## src/rtl/modem_sr_pkg.sv

```systemverilog
package modem_sr_pkg;
    // Width of the modem line group and of the delta group
    localparam int LINE_W = 4;
    // Line positions inside the status upper nibble (and delta lower nibble)
    localparam int LN_CTS = 0;
    localparam int LN_DSR = 1;
    localparam int LN_RI  = 2;
    localparam int LN_DCD = 3;
    // Control register field positions
    localparam int CTL_W    = 5;
    localparam int CB_DTR   = 0;
    localparam int CB_RTS   = 1;
    localparam int CB_OUT1  = 2;
    localparam int CB_OUT2  = 3;
    localparam int CB_LOOP  = 4;
    // Reset values: carrier, data-set-ready and clear-to-send high; OUT2 set
    localparam logic [LINE_W-1:0] LINE_RST = 4'b1011;
    localparam logic [CTL_W-1:0]  CTL_RST  = 5'b01000;
endpackage

```

## src/rtl/msr_sync.sv

```systemverilog
// Multi-stage synchroniser for a group of asynchronous level inputs.
// Assumes inputs are slow levels; each bit is synchronised on its own.
// Stages reset to RST_VAL so no false change is seen after reset.
module msr_sync #(
    parameter int              W       = 4,
    parameter int              STAGES  = 2,
    parameter logic [W-1:0]    RST_VAL = '0
) (
    input  logic         clk,
    input  logic         rst_n,
    input  logic [W-1:0] d,
    output logic [W-1:0] q
);
    logic [W-1:0] stg [STAGES];

    for (genvar s = 0; s < STAGES; s++) begin : g_stage
        if (s == 0) begin : g_first
            // Capture the raw pins
            always_ff @(posedge clk) begin
                if (!rst_n) stg[s] <= RST_VAL;
                else        stg[s] <= d;
            end
        end else begin : g_next
            // Pass the previous stage along
            always_ff @(posedge clk) begin
                if (!rst_n) stg[s] <= RST_VAL;
                else        stg[s] <= stg[s-1];
            end
        end
    end

    assign q = stg[STAGES-1];
endmodule

```

## src/rtl/msr_delta.sv

```systemverilog
// Holds the registered line levels and the sticky delta flags.
// Non-ring deltas set on any change (old XOR new); the ring delta sets
// only on a 1->0 transition. A clearing read wipes old deltas but a
// change landing on the same edge still sets its flag.
module msr_delta
    import modem_sr_pkg::*;
#(
    parameter int W = LINE_W
) (
    input  logic         clk,
    input  logic         rst_n,
    input  logic [W-1:0] lines_new,
    input  logic         rd_clr,
    output logic [W-1:0] lines_q,
    output logic [W-1:0] delta_q
);
    logic [W-1:0] set_vec;

    for (genvar i = 0; i < W; i++) begin : g_set
        if (i == LN_RI) begin : g_fall
            // Trailing-edge detect for the ring line
            assign set_vec[i] = lines_q[i] & ~lines_new[i];
        end else begin : g_any
            // Any-edge detect for the other lines
            assign set_vec[i] = lines_q[i] ^ lines_new[i];
        end
    end

    // Register the current line levels
    always_ff @(posedge clk) begin
        if (!rst_n) lines_q <= LINE_RST;
        else        lines_q <= lines_new;
    end

    // Accumulate delta flags, cleared by a status read
    always_ff @(posedge clk) begin
        if (!rst_n) delta_q <= '0;
        else        delta_q <= (rd_clr ? '0 : delta_q) | set_vec;
    end

    AST_DELTA_CLEAR: assert property (@(posedge clk) disable iff (!rst_n)
        (rd_clr && set_vec == '0) |=> (delta_q == '0));
    AST_RING_FALL_ONLY: assert property (@(posedge clk) disable iff (!rst_n)
        $rose(delta_q[LN_RI]) |-> ($past(lines_q[LN_RI]) && !lines_q[LN_RI]));
    AST_CTS_DELTA_CHANGE: assert property (@(posedge clk) disable iff (!rst_n)
        $rose(delta_q[LN_CTS]) |-> (lines_q[LN_CTS] != $past(lines_q[LN_CTS])));
    AST_NEW_DELTA_KEPT: assert property (@(posedge clk) disable iff (!rst_n)
        (rd_clr && set_vec != '0) |=> (delta_q != '0));
endmodule

```

## src/rtl/mcr_reg.sv

```systemverilog
// Modem control register and its output pins.
// Keeps five bits; pins are forced low while the loop-test bit is set.
module mcr_reg
    import modem_sr_pkg::*;
(
    input  logic             clk,
    input  logic             rst_n,
    input  logic             wr,
    input  logic [CTL_W-1:0] wbits,
    output logic [CTL_W-1:0] ctl_q,
    output logic             rts_o,
    output logic             dtr_o,
    output logic             out1_o,
    output logic             out2_o
);
    logic loop_on;

    // Store the control bits on a write
    always_ff @(posedge clk) begin
        if (!rst_n)  ctl_q <= CTL_RST;
        else if (wr) ctl_q <= wbits;
    end

    assign loop_on = ctl_q[CB_LOOP];
    assign rts_o   = ctl_q[CB_RTS]  & ~loop_on;
    assign dtr_o   = ctl_q[CB_DTR]  & ~loop_on;
    assign out1_o  = ctl_q[CB_OUT1] & ~loop_on;
    assign out2_o  = ctl_q[CB_OUT2] & ~loop_on;
endmodule

```

## src/rtl/modem_sr.sv

```systemverilog
// Top of the modem control/status register pair.
// Decodes the register offsets, builds the status read value (live or
// loop-test remap) and the status-change flag. Assumes one access per
// cycle; rdata is valid combinationally for the presented address.
module modem_sr
    import modem_sr_pkg::*;
#(
    parameter int               ADDR_W     = 3,
    parameter int               SYNC_STG   = 2,
    parameter logic [ADDR_W-1:0] CTL_OFS   = 3'd4,
    parameter logic [ADDR_W-1:0] STS_OFS   = 3'd6
) (
    input  logic              clk,
    input  logic              rst_n,
    input  logic              wr_en,
    input  logic              rd_en,
    input  logic [ADDR_W-1:0] addr,
    input  logic [7:0]        wdata,
    output logic [7:0]        rdata,
    input  logic              cts_i,
    input  logic              dsr_i,
    input  logic              dcd_i,
    input  logic              ri_i,
    output logic              rts_o,
    output logic              dtr_o,
    output logic              out1_o,
    output logic              out2_o,
    output logic              msc_o
);
    logic [LINE_W-1:0] pins_raw, pins_sync, lines_q, delta_q, loop_lines;
    logic [CTL_W-1:0]  ctl_q;
    logic              loop_on, rd_clr, ctl_wr;
    logic [7:0]        sts_val;
    logic [7-CTL_W:0]  unused_wdata_hi;

    assign unused_wdata_hi = wdata[7:CTL_W];

    assign pins_raw[LN_CTS] = cts_i;
    assign pins_raw[LN_DSR] = dsr_i;
    assign pins_raw[LN_RI]  = ri_i;
    assign pins_raw[LN_DCD] = dcd_i;

    msr_sync #(.W(LINE_W), .STAGES(SYNC_STG), .RST_VAL(LINE_RST)) u_sync (
        .clk(clk), .rst_n(rst_n), .d(pins_raw), .q(pins_sync)
    );

    assign ctl_wr  = wr_en && (addr == CTL_OFS);
    assign loop_on = ctl_q[CB_LOOP];
    assign rd_clr  = rd_en && (addr == STS_OFS) && !loop_on;

    msr_delta #(.W(LINE_W)) u_delta (
        .clk(clk), .rst_n(rst_n), .lines_new(pins_sync), .rd_clr(rd_clr),
        .lines_q(lines_q), .delta_q(delta_q)
    );

    mcr_reg u_ctl (
        .clk(clk), .rst_n(rst_n), .wr(ctl_wr), .wbits(wdata[CTL_W-1:0]),
        .ctl_q(ctl_q), .rts_o(rts_o), .dtr_o(dtr_o),
        .out1_o(out1_o), .out2_o(out2_o)
    );

    // Loop-test remap of control bits onto the line positions
    always_comb begin
        loop_lines          = '0;
        loop_lines[LN_DCD]  = ctl_q[CB_OUT2];
        loop_lines[LN_RI]   = ctl_q[CB_OUT1];
        loop_lines[LN_DSR]  = ctl_q[CB_DTR];
        loop_lines[LN_CTS]  = ctl_q[CB_RTS];
    end

    // Status view: live lines and deltas, or the remap with deltas hidden
    assign sts_val = loop_on ? {loop_lines, {LINE_W{1'b0}}} : {lines_q, delta_q};

    // Read data multiplexer
    always_comb begin
        if (addr == CTL_OFS)      rdata = {{(8-CTL_W){1'b0}}, ctl_q};
        else if (addr == STS_OFS) rdata = sts_val;
        else                      rdata = 8'h00;
    end

    assign msc_o = (|delta_q) && !loop_on;

    AST_PINS_QUIET_IN_LOOP: assert property (@(posedge clk) disable iff (!rst_n)
        loop_on |-> !(rts_o || dtr_o || out1_o || out2_o));
    AST_FLAG_NOT_IN_LOOP: assert property (@(posedge clk) disable iff (!rst_n)
        msc_o |-> !loop_on);
    AST_LOOP_READ_KEEPS_DELTA: assert property (@(posedge clk) disable iff (!rst_n)
        (rd_en && addr == STS_OFS && loop_on && delta_q != '0) |=> (delta_q != '0));
    AST_CTL_WRITE_STORED: assert property (@(posedge clk) disable iff (!rst_n)
        ctl_wr |=> (ctl_q == $past(wdata[CTL_W-1:0])));
endmodule

```

## config.mk

```make
export PLATFORM = sky130hd
export DESIGN_NAME = modem_sr
export DESIGN_NICKNAME = d
export VERILOG_FILES = /design/src/rtl/modem_sr_pkg.sv /design/src/rtl/msr_sync.sv /design/src/rtl/msr_delta.sv /design/src/rtl/mcr_reg.sv /design/src/rtl/modem_sr.sv
export SDC_FILE = /design/constraint.sdc
export NUM_CORES = 1
export LEC_CHECK = 0
export CORE_ASPECT_RATIO = 0.7
export CORE_MARGIN = 4
export CORE_UTILIZATION = 38
export CTS_CLUSTER_DIAMETER = 150
export CTS_CLUSTER_SIZE = 12
export DETAILED_ROUTE_END_ITERATION = 10
export PLACE_DENSITY = 0.7
export RECOVER_POWER = 25
export SLEW_MARGIN = 20
export SYNTH_ARGS = -nofsm -noshare
export SYNTH_HDL_FRONTEND = slang
export SYNTH_SLANG_ARGS = --single-unit
export TNS_END_PERCENT = 100
```

## constraint.sdc

```tcl
create_clock -name clk -period 1.1 [get_ports clk]
set_clock_uncertainty 0.15 [all_clocks]
set_input_delay 0.11 -clock clk [delete_from_list [all_inputs] [get_ports clk]]
set_output_delay 0.11 -clock clk [all_outputs]
set_load 0.01 [all_outputs]
```

# Word-level counts from Yosys, hierarchy flattened
# Memory sizes are Yosys's and may differ from the RTL's.
# Cells that the tools add are included.
# classes
n_mul,0
eq_ne,2
reduce_logical,6
muxes,8
n_div,0
addsub,0
shifts,0
bitwise,13
order_cmp,0
# ops
op,count
2-to-1 mux 8 bit,3
2-to-1 mux 4 bit,3
== test 3 bit (second input constant),2
bitwise AND 1 bit,5
logical AND 1 bit,4
OR 4 bit,1
OR reduction 4 bit,1
bitwise XOR 1 bit,3
2-to-1 mux 1 bit,2
NOT 1 bit,2
OR 1 bit,2
logical NOT 1 bit,1
# totals
out_inout_bits,13
register_bits,13
ramBits,8
inputBits,19
elab_cells,33
mem_bits_ro,0
memories,1
latchBits,0
# mem_list
memory,words,width,read_ports,rd_clocked_by_memory_dff,write_ports,line,rtl
u_sync.stg,2,4,2,0,2,msr_sync.sv:14,logic [W-1:0] stg [STAGES];

# Longest topological paths before layout
# Gate-level depths: netlist of the first run.
# depth
word_depth,5
depth_mapped,5
ltp_nobuf,3

# Modules after synthesis
# From an unflattened synthesis of the first run, not the netlist that was laid out.
# hier_totals
cells_unflattened,89
hier_area_um2,883.3
# modules_own_cells
module,area_per_inst_um2,instances,cells_each
msr_delta,276.5,1,24
mcr_reg,215.2,1,20
msr_sync,210.2,1,16
modem_sr,181.4,1,29

# Worst setup path before layout of the first run
# OpenSTA, ideal clock, no wires.
# synth_timing
path_type,flip-flop to output port
from,register u_ctl.ctl_q[4]
to,output port rdata[4]
t_arrival_ns,0.958
stages_incl_launch_ff,4
path_slack_ns,-0.118
path_cell_list,dfxtp_1 > buf_2 > a21oi_1 > a311oi_1
# synth_between
elab_chain_len,3
# synth_rtl
element,line,rtl
start: declaration,mcr_reg.sv:10,"output logic [CTL_W-1:0] ctl_q,"
start signal: assignment,mcr_reg.sv:21,else if (wr) ctl_q <= wbits;
2-to-1 mux 8 bit,modem_sr.sv:72,"assign sts_val = loop_on ? {loop_lines, {LINE_W{1'b0}}} : {lines_q, delta_q};"
2-to-1 mux 8 bit,modem_sr.sv:77,else if (addr == STS_OFS) rdata = sts_val;
2-to-1 mux 8 bit *,modem_sr.sv:76,"if (addr == CTL_OFS) rdata = {{(8-CTL_W){1'b0}}, ctl_q};"
end: declaration,modem_sr.sv:19,"output logic [7:0] rdata,"
# Every way passes the cells marked *; elsewhere a longest branch is shown, timed or not.

# Final worst setup path of the first run
# layout_timing
from,register u_ctl.ctl_q[4]
to,output port rdata[5]
# layout_between
elab_chain_len,3
# layout_rtl
element,line
2-to-1 mux 8 bit,modem_sr.sv:72
2-to-1 mux 8 bit,modem_sr.sv:77
2-to-1 mux 8 bit,modem_sr.sv:76
# No other way between the ends.

==> reports/metrics.yaml, run 1 <==
status:
  outcome: "finished, violations left"
  violations: "negative setup slack"
cts:
  h-tree-depth: 1
  cts_tree: "built"
  path_clk_slew_ns: 0.12
  worstSkewPairLatency_ns: 0.32
  cts.sinks: 21
  ctsRootBufferMaster: "clkbuf_4"
  numCtsBuffers: 3
  clockBufferDepth: 2
cells_and_area:
  syn_to_final_growth_pct: 55.1
  final_util_pct: 62.6
  fillCellCount: 197
  num_antenna_cells: 0
  layout.cells.non_filler: 168
  final_cell_area_um2: 1350
  final_layout_size_suffix_gt1_share_pct: 36.0
  num-nets-final: 156
place:
  portBuffers: 28
  pre_cts_ws_ns: -0.862
  placed_area_um2: 1330
  gp_congestion: 0.718
  placedCellCount: 162
  hpwlAfterDp_um: 1520
sta:
  rsz0062_at_grt: "yes"
  period_minus_slack_ns: 1.50
  setup_viol_count_final: 21
  fin_hold_ws_ns: 0.185
  max_clock_freq_ghz: 0.669
  worst_pin_slew_ns: 0.236
  slew_violations: 0
  post-route-period-util_pct: 136
  finalSetupTns_ns: -5.06
  finalWorstSetupSlack_ns: -0.396
  relSlewSlack_pct: 84.3
  finalHoldViolCount: 0
logic_synthesis:
  synthesis.nets: 107
  postSynthAreaPerCell_um2: 9.88
  synthArstFlopShare_pct: 0
  synth_top_flop_cell: "dfxtp_1"
  synth.distinct_cells: 22
  yosysSeqAreaShare_pct: 48.3
  synth_edf_count: 0
  ys.warnings.count: 0
  synth_seq_cells: 21
  netlist_area_um2: 870
  syn_inst: 88
pwr:
  p_sw_share_pct: 25.1
  vdd_drop_max_mv: 0.834
  p_clk_share_pct: 26.9
  switchingPower_mw: 0.361
  seq_power_share_pct: 56.4
  finalPower_mw: 1.44
  p_per_area_nw_per_um2: 1070
  p_leak_nw: 0.592
  p_int_mw: 1.08
  combinationalPowerShare_pct: 16.7
worst_hold_path:
  hold_path.class: "primary input to flop"
  worstHoldStart: "dsr_i"
  min_path_cells: 2
setup_path:
  worstSetupStartpoint: "u_ctl.ctl_q[4]"
  start_kind: "flop"
  cp_max_fo: 8
  r2r_start: "u_ctl.ctl_q[4]"
  crit_cells: 4
  crit_family: "flip-flops"
  cp.arrival_ns: 1.24
  cp.required_ns: 0.84
  cpMaxStageDelayCell: "dfxtp_4"
  crit_type: "flop to primary output"
  crit_path_max_incr_delay_ns: 0.44
  reg2reg_depth: 3
  path_buf_inv: 2
  path_cells: "buf_12 -> mux2i_1 -> nor2_1 -> buf_2"
  worstSetupEndpointType: "primary output"
global_routing:
  overflow: 0
  grt_util_all_layers_pct: 13.8
  grt_max_degree: 14
  grt_pass1_wl_um: 3170
  grt_antenna_before_repair: 0
  grt_pass1_vias: 723
drt:
  wirelength_um: 2030
  final_antenna_net_count: 0
  drt_first_pass_iters: 4
  drtIter0Drc: 26
  drt-wirelength-per-cell_um: 12.1
  drc: 0
  vias: 775
  via_per_inst: 4.61
floorplanning:
  dieArea_um2: 3130
  fp-row-count: 14
  fp.dieH_um: 48.0
  io_pins: 32
  die_width_um: 65.2
  core_um2: 2150
  initial_utilization_pct: 40.4
run:
  maxCapViolCount: 0
-- synthesized netlist by cell type (2+ instances only) --
library cell  instances  share of area [%]
a21oi_1               4                2.3
a22o_1                3                3.0
and2_1                3                2.2
buf_4                 2                1.7
clkbuf_1              2               0.86
dfxtp_1              21                 48
inv_1                 3                1.3
mux2i_1               8                9.2
nand2b_1             11                7.9
nor2_1                8                3.5
nor2b_1              10                7.2
xor2_1                3                3.0
-- power groups by stage --
stage          combinational (mW)  sequential (mW)  clock (mW)
3_3_place_gp                0.242            0.830           0
6_report                    0.241            0.813       0.387
5_1_grt                     0.260            0.817       0.433
3_5_place_dp                0.246            0.830           0
2_1_floorplan               0.108            0.824           0
4_1_cts                     0.245            0.812       0.401
-- kinds of logic after synthesis --
family | synth area share, %
buffers and inverters | 4.46
xor gates and xnor gates | 3.02
muxes | 9.21
and+or+nand+nor | 25.5
AOI/OAI and AO/OA | 9.50
DFF | 48.3
-- what timing repair did --
action                                  4_1_cts  5_1_grt
resized for setup                            67        2
pin swaps                                     4        2
buffers inserted                              2        0
hold buffers                                  0        0
endpoints found under the setup margin       22       21
-- area by class of cell --
type	instances	area, µm²	area share [%]
clock inverter	1	7.51	0.557
sequential	21	428	31.7
multi-input combinational	59	450	33.4
inverter	3	11.3	0.835
timing repair buffer	49	389	28.8
clock buffer	3	22.5	1.67
tap	32	40.0	2.97
-- cells in the final DEF (no fill, tap or decap), types with 2 or more instances in the layout --
cell	count
buf_2	13
nor2b_1	9
and2_1	3
clkbuf_4	3
nor2_1	8
dlygate4sd2_1	3
inv_1	2
a22o_1	3
dfxtp_2	3
a21oi_1	3
buf_6	2
xor2_1	3
dfxtp_1	17
nand2b_1	10
clkdlybuf4s50_1	10
buf_4	17
mux2i_1	8
-- worst paths after layout --
kind,slack [ns],end
worst max-delay path,-0.40,rdata[5]
worst min-delay path,0.19,u_sync.stg[0][1]
worst max register to register,-0.21,u_delta.delta_q[0]
worst min register to register,0.27,u_sync.stg[1][0]
-- flip-flops by register name, indices dropped and copies added (netlist names) --
signal           flops
u_delta.delta_q      4
u_delta.lines_q      4
u_ctl.ctl_q          5
u_sync.stg           8
-- metal layers --
layer / vias to the layer above / GRT usage [%] / wire, µm
met2: 22 / 23.7 / 904
met3: 4 / 6.34 / 162
met1: 359 / 15.5 / 931
met4: 0 / 4.96 / 31
met5: - / 0 / 0
li1: 390 / - / -
(Power assumes the default switching activity.)
==> run 2: changes to the inputs <==
Settings changed: CTS_CLUSTER_DIAMETER 150 to not set.
==> results of run 2 <==
Same layout as run 1: the final DEF is identical, and so are final timing and power.
